### config.mk
export PLATFORM = sky130hd
export DESIGN_NAME = sd_blk_writer
export DESIGN_NICKNAME = d
export VERILOG_FILES = /design/src/rtl/sdw_pkg.sv /design/src/rtl/sdw_crc16.sv /design/src/rtl/sdw_poll_ctr.sv /design/src/rtl/sd_blk_writer.sv
export SDC_FILE = /design/constraint.sdc
export NUM_CORES = 1
export LEC_CHECK = 0
export ABC_AREA = 0
export CAP_MARGIN = 20
export CORE_MARGIN = 4
export CORE_UTILIZATION = 50
export CTS_CLUSTER_DIAMETER = 120
export DETAILED_ROUTE_END_ITERATION = 16
export DONT_BUFFER_PORTS = 1
export PLACE_DENSITY = 0.66
export SYNTH_ARGS = -nofsm -noshare
export SYNTH_HDL_FRONTEND = slang
export SYNTH_HIERARCHICAL = 1
export SYNTH_SLANG_ARGS = --single-unit
### constraint.sdc
create_clock -name clk_i -period 4.6 [get_ports clk_i]
set_input_delay 0.46 -clock clk_i [delete_from_list [all_inputs] [get_ports clk_i]]
set_output_delay 0.46 -clock clk_i [all_outputs]
set_load 0.05 [all_outputs]
### src/rtl/sdw_pkg.sv
package sdw_pkg;

  typedef enum logic [3:0] {
    ST_IDLE,
    ST_LEAD,
    ST_TOKEN,
    ST_FETCH,
    ST_SEND,
    ST_CRC_HI,
    ST_CRC_LO,
    ST_RESP,
    ST_BUSY,
    ST_STOP_LEAD,
    ST_STOP_TOK,
    ST_STOP_BUSY,
    ST_DONE
  } wr_state_e;

  localparam logic [7:0] BYTE_IDLE  = 8'hFF;
  localparam logic [7:0] TOK_SINGLE = 8'hFE;
  localparam logic [7:0] TOK_MULTI  = 8'hFC;
  localparam logic [7:0] TOK_STOP   = 8'hFD;
  localparam logic [4:0] RESP_OK    = 5'h05;

  function automatic logic [15:0] crc16_step(logic [15:0] c, logic [7:0] d);
    logic [15:0] r;
    logic fb;
    r = c;
    for (int i = 7; i >= 0; i--) begin
      fb = r[15] ^ d[i];
      r  = {r[14:0], 1'b0} ^ (fb ? 16'h1021 : 16'h0000);
    end
    return r;
  endfunction

endpackage

### src/rtl/sdw_crc16.sv
module sdw_crc16 (
  input  logic        clk_i,
  input  logic        rst_ni,
  input  logic        clr_i,
  input  logic        en_i,
  input  logic [7:0]  data_i,
  output logic [15:0] crc_o
);
  import sdw_pkg::*;

  always_ff @(posedge clk_i or negedge rst_ni) begin
    if (!rst_ni)     crc_o <= '0;
    else if (clr_i)  crc_o <= '0;
    else if (en_i)   crc_o <= crc16_step(crc_o, data_i);
  end
endmodule

### src/rtl/sdw_poll_ctr.sv
module sdw_poll_ctr #(
  parameter int W = 8
) (
  input  logic         clk_i,
  input  logic         rst_ni,
  input  logic         clr_i,
  input  logic         inc_i,
  output logic [W-1:0] cnt_o
);
  always_ff @(posedge clk_i or negedge rst_ni) begin
    if (!rst_ni)     cnt_o <= '0;
    else if (clr_i)  cnt_o <= '0;
    else if (inc_i)  cnt_o <= cnt_o + W'(1);
  end
endmodule

### src/rtl/sd_blk_writer.sv
module sd_blk_writer #(
  parameter int CNT_W      = 8,
  parameter int SIZE_W     = 10,
  parameter int RESP_POLLS = 8,
  parameter int BUSY_POLLS = 3000000
) (
  input  logic              clk_i,
  input  logic              rst_ni,
  input  logic              start_i,
  input  logic              multi_i,
  input  logic [CNT_W-1:0]  blk_cnt_i,
  input  logic [SIZE_W-1:0] blk_size_i,
  input  logic [7:0]        pay_data_i,
  input  logic              pay_valid_i,
  output logic              pay_ready_o,
  output logic              spi_req_o,
  output logic [7:0]        spi_tx_o,
  input  logic              spi_ack_i,
  input  logic [7:0]        spi_rx_i,
  output logic              busy_o,
  output logic              done_o,
  output logic              err_crc_o,
  output logic              err_tmo_o
);
  import sdw_pkg::*;

  localparam int MAX_POLLS = (BUSY_POLLS > RESP_POLLS) ? BUSY_POLLS : RESP_POLLS;
  localparam int POLL_W    = $clog2(MAX_POLLS + 1);
  localparam logic [POLL_W-1:0] RESP_LAST = POLL_W'(RESP_POLLS - 1);
  localparam logic [POLL_W-1:0] BUSY_LAST = POLL_W'(BUSY_POLLS - 1);

  wr_state_e         state_q, state_d;
  logic              multi_q;
  logic [CNT_W-1:0]  cnt_q, blk_q;
  logic [SIZE_W-1:0] size_q, byte_q;
  logic [7:0]        data_q;
  logic              ecrc_q, etmo_q;

  logic              ack, take, busy_end, last_blk;
  logic              poll_clr, poll_inc, crc_clr, set_crc, set_tmo;
  logic [POLL_W-1:0] poll_cnt;
  logic [15:0]       crc;

  sdw_crc16 u_crc (
    .clk_i  (clk_i),
    .rst_ni (rst_ni),
    .clr_i  (crc_clr),
    .en_i   (take),
    .data_i (pay_data_i),
    .crc_o  (crc)
  );

  sdw_poll_ctr #(.W(POLL_W)) u_poll (
    .clk_i  (clk_i),
    .rst_ni (rst_ni),
    .clr_i  (poll_clr),
    .inc_i  (poll_inc),
    .cnt_o  (poll_cnt)
  );

  always_comb begin
    unique case (state_q)
      ST_LEAD, ST_TOKEN, ST_SEND, ST_CRC_HI, ST_CRC_LO,
      ST_RESP, ST_BUSY, ST_STOP_LEAD, ST_STOP_TOK, ST_STOP_BUSY: spi_req_o = 1'b1;
      default: spi_req_o = 1'b0;
    endcase
  end

  always_comb begin
    unique case (state_q)
      ST_TOKEN:    spi_tx_o = multi_q ? TOK_MULTI : TOK_SINGLE;
      ST_SEND:     spi_tx_o = data_q;
      ST_CRC_HI:   spi_tx_o = crc[15:8];
      ST_CRC_LO:   spi_tx_o = crc[7:0];
      ST_STOP_TOK: spi_tx_o = TOK_STOP;
      default:     spi_tx_o = BYTE_IDLE;
    endcase
  end

  assign ack         = spi_ack_i & spi_req_o;
  assign pay_ready_o = (state_q == ST_FETCH);
  assign take        = pay_ready_o & pay_valid_i;
  // first busy poll never ends busy
  assign busy_end    = (poll_cnt != '0) && (spi_rx_i == BYTE_IDLE);
  assign last_blk    = (blk_q == cnt_q - CNT_W'(1));

  always_comb begin
    state_d  = state_q;
    poll_clr = 1'b0;
    poll_inc = 1'b0;
    crc_clr  = 1'b0;
    set_crc  = 1'b0;
    set_tmo  = 1'b0;
    unique case (state_q)
      ST_IDLE: if (start_i) begin
        crc_clr = 1'b1;
        if (blk_cnt_i != '0) state_d = ST_LEAD;
        else                 state_d = multi_i ? ST_STOP_LEAD : ST_DONE;
      end
      ST_LEAD:  if (ack) state_d = ST_TOKEN;
      ST_TOKEN: if (ack) state_d = ST_FETCH;
      ST_FETCH: if (pay_valid_i) state_d = ST_SEND;
      ST_SEND:  if (ack) state_d = (byte_q == size_q - SIZE_W'(1)) ? ST_CRC_HI : ST_FETCH;
      ST_CRC_HI: if (ack) state_d = ST_CRC_LO;
      ST_CRC_LO: if (ack) begin
        state_d  = ST_RESP;
        poll_clr = 1'b1;
      end
      ST_RESP: if (ack) begin
        poll_inc = 1'b1;
        if (!spi_rx_i[4]) begin
          if (spi_rx_i[4:0] == RESP_OK) begin
            state_d  = ST_BUSY;
            poll_clr = 1'b1;
          end else begin
            state_d = ST_DONE;
            set_crc = 1'b1;
          end
        end else if (poll_cnt == RESP_LAST) begin
          state_d = ST_DONE;
          set_crc = 1'b1;
        end
      end
      ST_BUSY, ST_STOP_BUSY: if (ack) begin
        poll_inc = 1'b1;
        if (busy_end) begin
          if (state_q == ST_STOP_BUSY) state_d = ST_DONE;
          else if (!last_blk) begin
            state_d = ST_LEAD;
            crc_clr = 1'b1;
          end else state_d = multi_q ? ST_STOP_LEAD : ST_DONE;
        end else if (poll_cnt == BUSY_LAST) begin
          state_d = ST_DONE;
          set_tmo = 1'b1;
        end
      end
      ST_STOP_LEAD: if (ack) state_d = ST_STOP_TOK;
      ST_STOP_TOK: if (ack) begin
        state_d  = ST_STOP_BUSY;
        poll_clr = 1'b1;
      end
      ST_DONE: state_d = ST_IDLE;
      default: state_d = ST_IDLE;
    endcase
  end

  always_ff @(posedge clk_i or negedge rst_ni) begin
    if (!rst_ni) begin
      state_q <= ST_IDLE;
      multi_q <= 1'b0;
      cnt_q   <= '0;
      size_q  <= '0;
      blk_q   <= '0;
      byte_q  <= '0;
      data_q  <= '0;
      ecrc_q  <= 1'b0;
      etmo_q  <= 1'b0;
    end else begin
      state_q <= state_d;
      if (state_q == ST_IDLE && start_i) begin
        multi_q <= multi_i;
        cnt_q   <= blk_cnt_i;
        size_q  <= blk_size_i;
        blk_q   <= '0;
        ecrc_q  <= 1'b0;
        etmo_q  <= 1'b0;
      end
      if (state_q == ST_LEAD) byte_q <= '0;
      if (take) data_q <= pay_data_i;
      if (state_q == ST_SEND && ack) byte_q <= byte_q + SIZE_W'(1);
      if (state_q == ST_BUSY && state_d == ST_LEAD) blk_q <= blk_q + CNT_W'(1);
      if (set_crc) ecrc_q <= 1'b1;
      if (set_tmo) etmo_q <= 1'b1;
    end
  end

  assign busy_o    = (state_q != ST_IDLE);
  assign done_o    = (state_q == ST_DONE);
  assign err_crc_o = ecrc_q;
  assign err_tmo_o = etmo_q;

endmodule

==> flow_summary.ini <==
[synthesis]
netlist.area_leader.share_pct = 39.4
syn_avg_cell_area_sq_um = 9.30
synth_compound_area_share_pct = 14.6
synthAdderAreaFrac_pct = 1.99
synth_top_family_by_area = simple AND/OR/NAND/NOR gates
syn-cell-area_sq_um = 5660
yosysTopAreaCell = dfrtp_1
synth_seq_cells = 89
async_flop_share_pct = 100
synth_cell_types = 72
syn_nets = 657
ys_seq_area_share_pct = 39.4
syn_inst = 608
synth-main-ff-cell = dfrtp_1
synth_commonest_cells = dfrtp_1, nand2_1, nor2_1
synthTopCellsByArea = dfrtp_1, nand2_1, xnor2_1, o21ai_0, nor2_1
synth.mux.area_fraction_pct = 3.19
synthSimpleGateAreaFrac_pct = 23.6
synth_most_common_cell = dfrtp_1
synth-edff-count = 0
ys_warn_count = 6
synthXorXnorAreaFrac_pct = 13.6

[clocking]
clkLatencyLatePin_ns = 0.35
cts_root_buf = clkbuf_16
cts_setup_buffers = 0
cts_htree_levels = 3
cts_tree = built
clk_pin_slew_worst_paths_ns = 0.06
cts.path.max_buffers = 2
cts.sinks = 89
cts_buffers = 9
hold_buffers = 1
cts_resized = 0

[floorplanning]
coreArea_sq_um = 10900
fp.dieArea_sq_um = 13100
die_y_um = 114
die_x_um = 114
io_pins = 54
rows = 38
initial_core_util_pct = 51.7

[worst_setup_path]
worst_ep_required_time_ns = 4.87
crit_path_max_fanout = 15
critical_path_class = register to register
arrival_ns = 3.82
start_kind = register
crit_path_end_kind = register
reg2reg_slack_ns = 1.06

[sta]
tightest_slew_ns = 1.07
layout_min_cycle_time_ns = 3.54
finalMaxSlewViolations = 0
setup_viol = 0
hold_ws_ns = -0.0140
slew_headroom_pct = 28.5
fmax_mhz = 282
timing.final.ws_setup_ns = 1.06
clock_skew_ns = 0.00726
period_share_pct = 77.0
rsz0062_at_grt = no
fin_setup_tns_ns = 0
finalHoldViolCount = 6

[final_layout]
final_cells = 741
ff_latch_area_sq_um = 2230
final_area_sq_um = 6070
drive_above_1_share_pct = 8.49
antenna_cells = 0
fillers = 977
post-route-util_pct = 55.5
synthToLayoutAreaGrowth_pct = 7.23
nNetsFinal = 646
multiInputGateArea_sq_um = 3230

[drt]
drt-pass1-iter-count = 5
routed_wl_um = 13300
vias = 4602
vias_per_cell = 6.21
drc = 0
drt_iter0_drc = 382
routedWlPerCell_um = 17.9
ant_nets = 0

[job]
cap_violations = 0

[placement]
place_area_sq_um = 5760
hpwl_um = 9350
place_congestion = 0.925
dp_worst_setup_slack_ns = 1.17
dp_cells = 725
io_buffer_count = 0

[power_and_ir_drop]
switching_power_mw = 1.60
swShare_pct = 42.6
p_leak_nw = 2.53
comb_power_share_pct = 46.6
vdd_ir_drop_max_mv = 0.410
p_seq_share_pct = 34.3
powerDensity_nw_per_um2 = 618
p_int_mw = 2.15
pwr-share-clk_pct = 19.0

[outcome]
violations = negative hold slack
status = finished, violations left

[global_routing]
grt_pass1_vias = 4443
grt_remaining_overflow = 0
grt_pass1_wl_um = 22400
grt_antenna_before_repair = 0
globalRouteTotalUtil_pct = 21.6
grt_max_degree = 90

[hold_path]
min_path_type = input port to asynchronous set/reset pin
cells by family after synthesis:
| family | count (synthesis) |
|---|---|
| AND/OR/NAND/NOR | 254 |
| AO/OA/AOI/OAI | 126 |
| flip-flops | 89 |
| XOR/XNOR | 64 |
| buffers and inverters | 49 |
| multiplexers | 17 |
| adder cells (fa/ha/maj) | 9 |
sequential cells by signal, indices dropped and copies added, names as in the netlist, 4 cells and up:
| register | flops |
|---|---|
| cnt_q | 8 |
| byte_q | 10 |
| u_poll/cnt_o | 22 |
| data_q | 8 |
| state_q | 4 |
| u_crc/crc_o | 16 |
| size_q | 10 |
| blk_q | 8 |
path summary, 6_finish.rpt:
path,to,cells past startpoint,from
setup / recovery,u_poll/cnt_o[18],7,state_q[2]
hold / removal,blk_q[3],1,rst_ni
setup reg to reg,u_poll/cnt_o[18],7,state_q[2]
hold reg to reg,size_q[9],2,size_q[9]
max in group asynchronous,size_q[3],1,rst_ni
min in group clk_i,size_q[4],2,blk_size_i[4]
layout make-up:
type                       count  share of cell area, %
clock buffer                  14                   4.52
clock inverter                 1                  0.144
inverter                      21                   1.42
multi-input combinational    470                   53.2
sequential                    89                   36.7
tap                          140                   2.89
timing repair buffer           6                   1.07
power groups by stage:
stage / logic, mW / registers [mW] / clock network [mW]
floorplan: 1.47 / 1.20 / 0
global placement: 1.67 / 1.28 / 0
detailed placement: 1.72 / 1.29 / 0
CTS: 1.75 / 1.28 / 0.734
global route: 1.93 / 1.32 / 0.765
finish: 1.75 / 1.29 / 0.713
through the flow:
step / hold WS (ns) / power (mW)
4_1_cts: 0.0350 / 3.77
6_report: -0.0140 / 3.75
3_5_place_dp: 0.168 / 3.01
2_1_floorplan: 0.164 / 2.67
3_3_place_gp: 0.168 / 2.96
5_1_grt: 0.0158 / 4.01
per-layer routing:
| layer | part of all wire (%) | wire length, um | GRT usage (%) | vias up |
|---|---|---|---|---|
| met5 | 0 | 0 | 0 | - |
| met4 | 1.8 | 235 | 6.57 | 0 |
| met3 | 8.0 | 1060 | 7.35 | 27 |
| met2 | 46 | 6130 | 32.7 | 157 |
| met1 | 44 | 5840 | 29.5 | 2238 |
| li1 | - | - | - | 2180 |
cells in the final DEF, fill, tap and decap left out, types with 5 or more instances in the layout:
cell        n
xnor2_1    34
or3_1       7
a222oi_1    6
nor2_1     43
ha_1        9
mux2i_1     9
o22ai_1     5
nor4_1     12
o211ai_1    5
xnor3_1     5
o21ai_0    41
o31ai_1     6
or4_1       7
xor2_1     14
nand2_1    85
a21oi_1    21
clkbuf_16   9
a211oi_1    9
buf_4       5
mux2_2      8
dfrtp_1    89
inv_1      20
nor3_1     17
and3_1     12
nand4_1    11
xor3_1      6
nand3_1    27
worst max-delay path, stage by stage (launching register included):
cell      delay [ns]
dfrtp_1         0.63
nor2b_1         0.61
nand2_1         0.10
a21boi_0        0.71
o211ai_1        0.26
or4_1           0.64
or3_1           0.34
a21oi_1         0.17
Note: power is estimated with default switching activity, not from simulation.
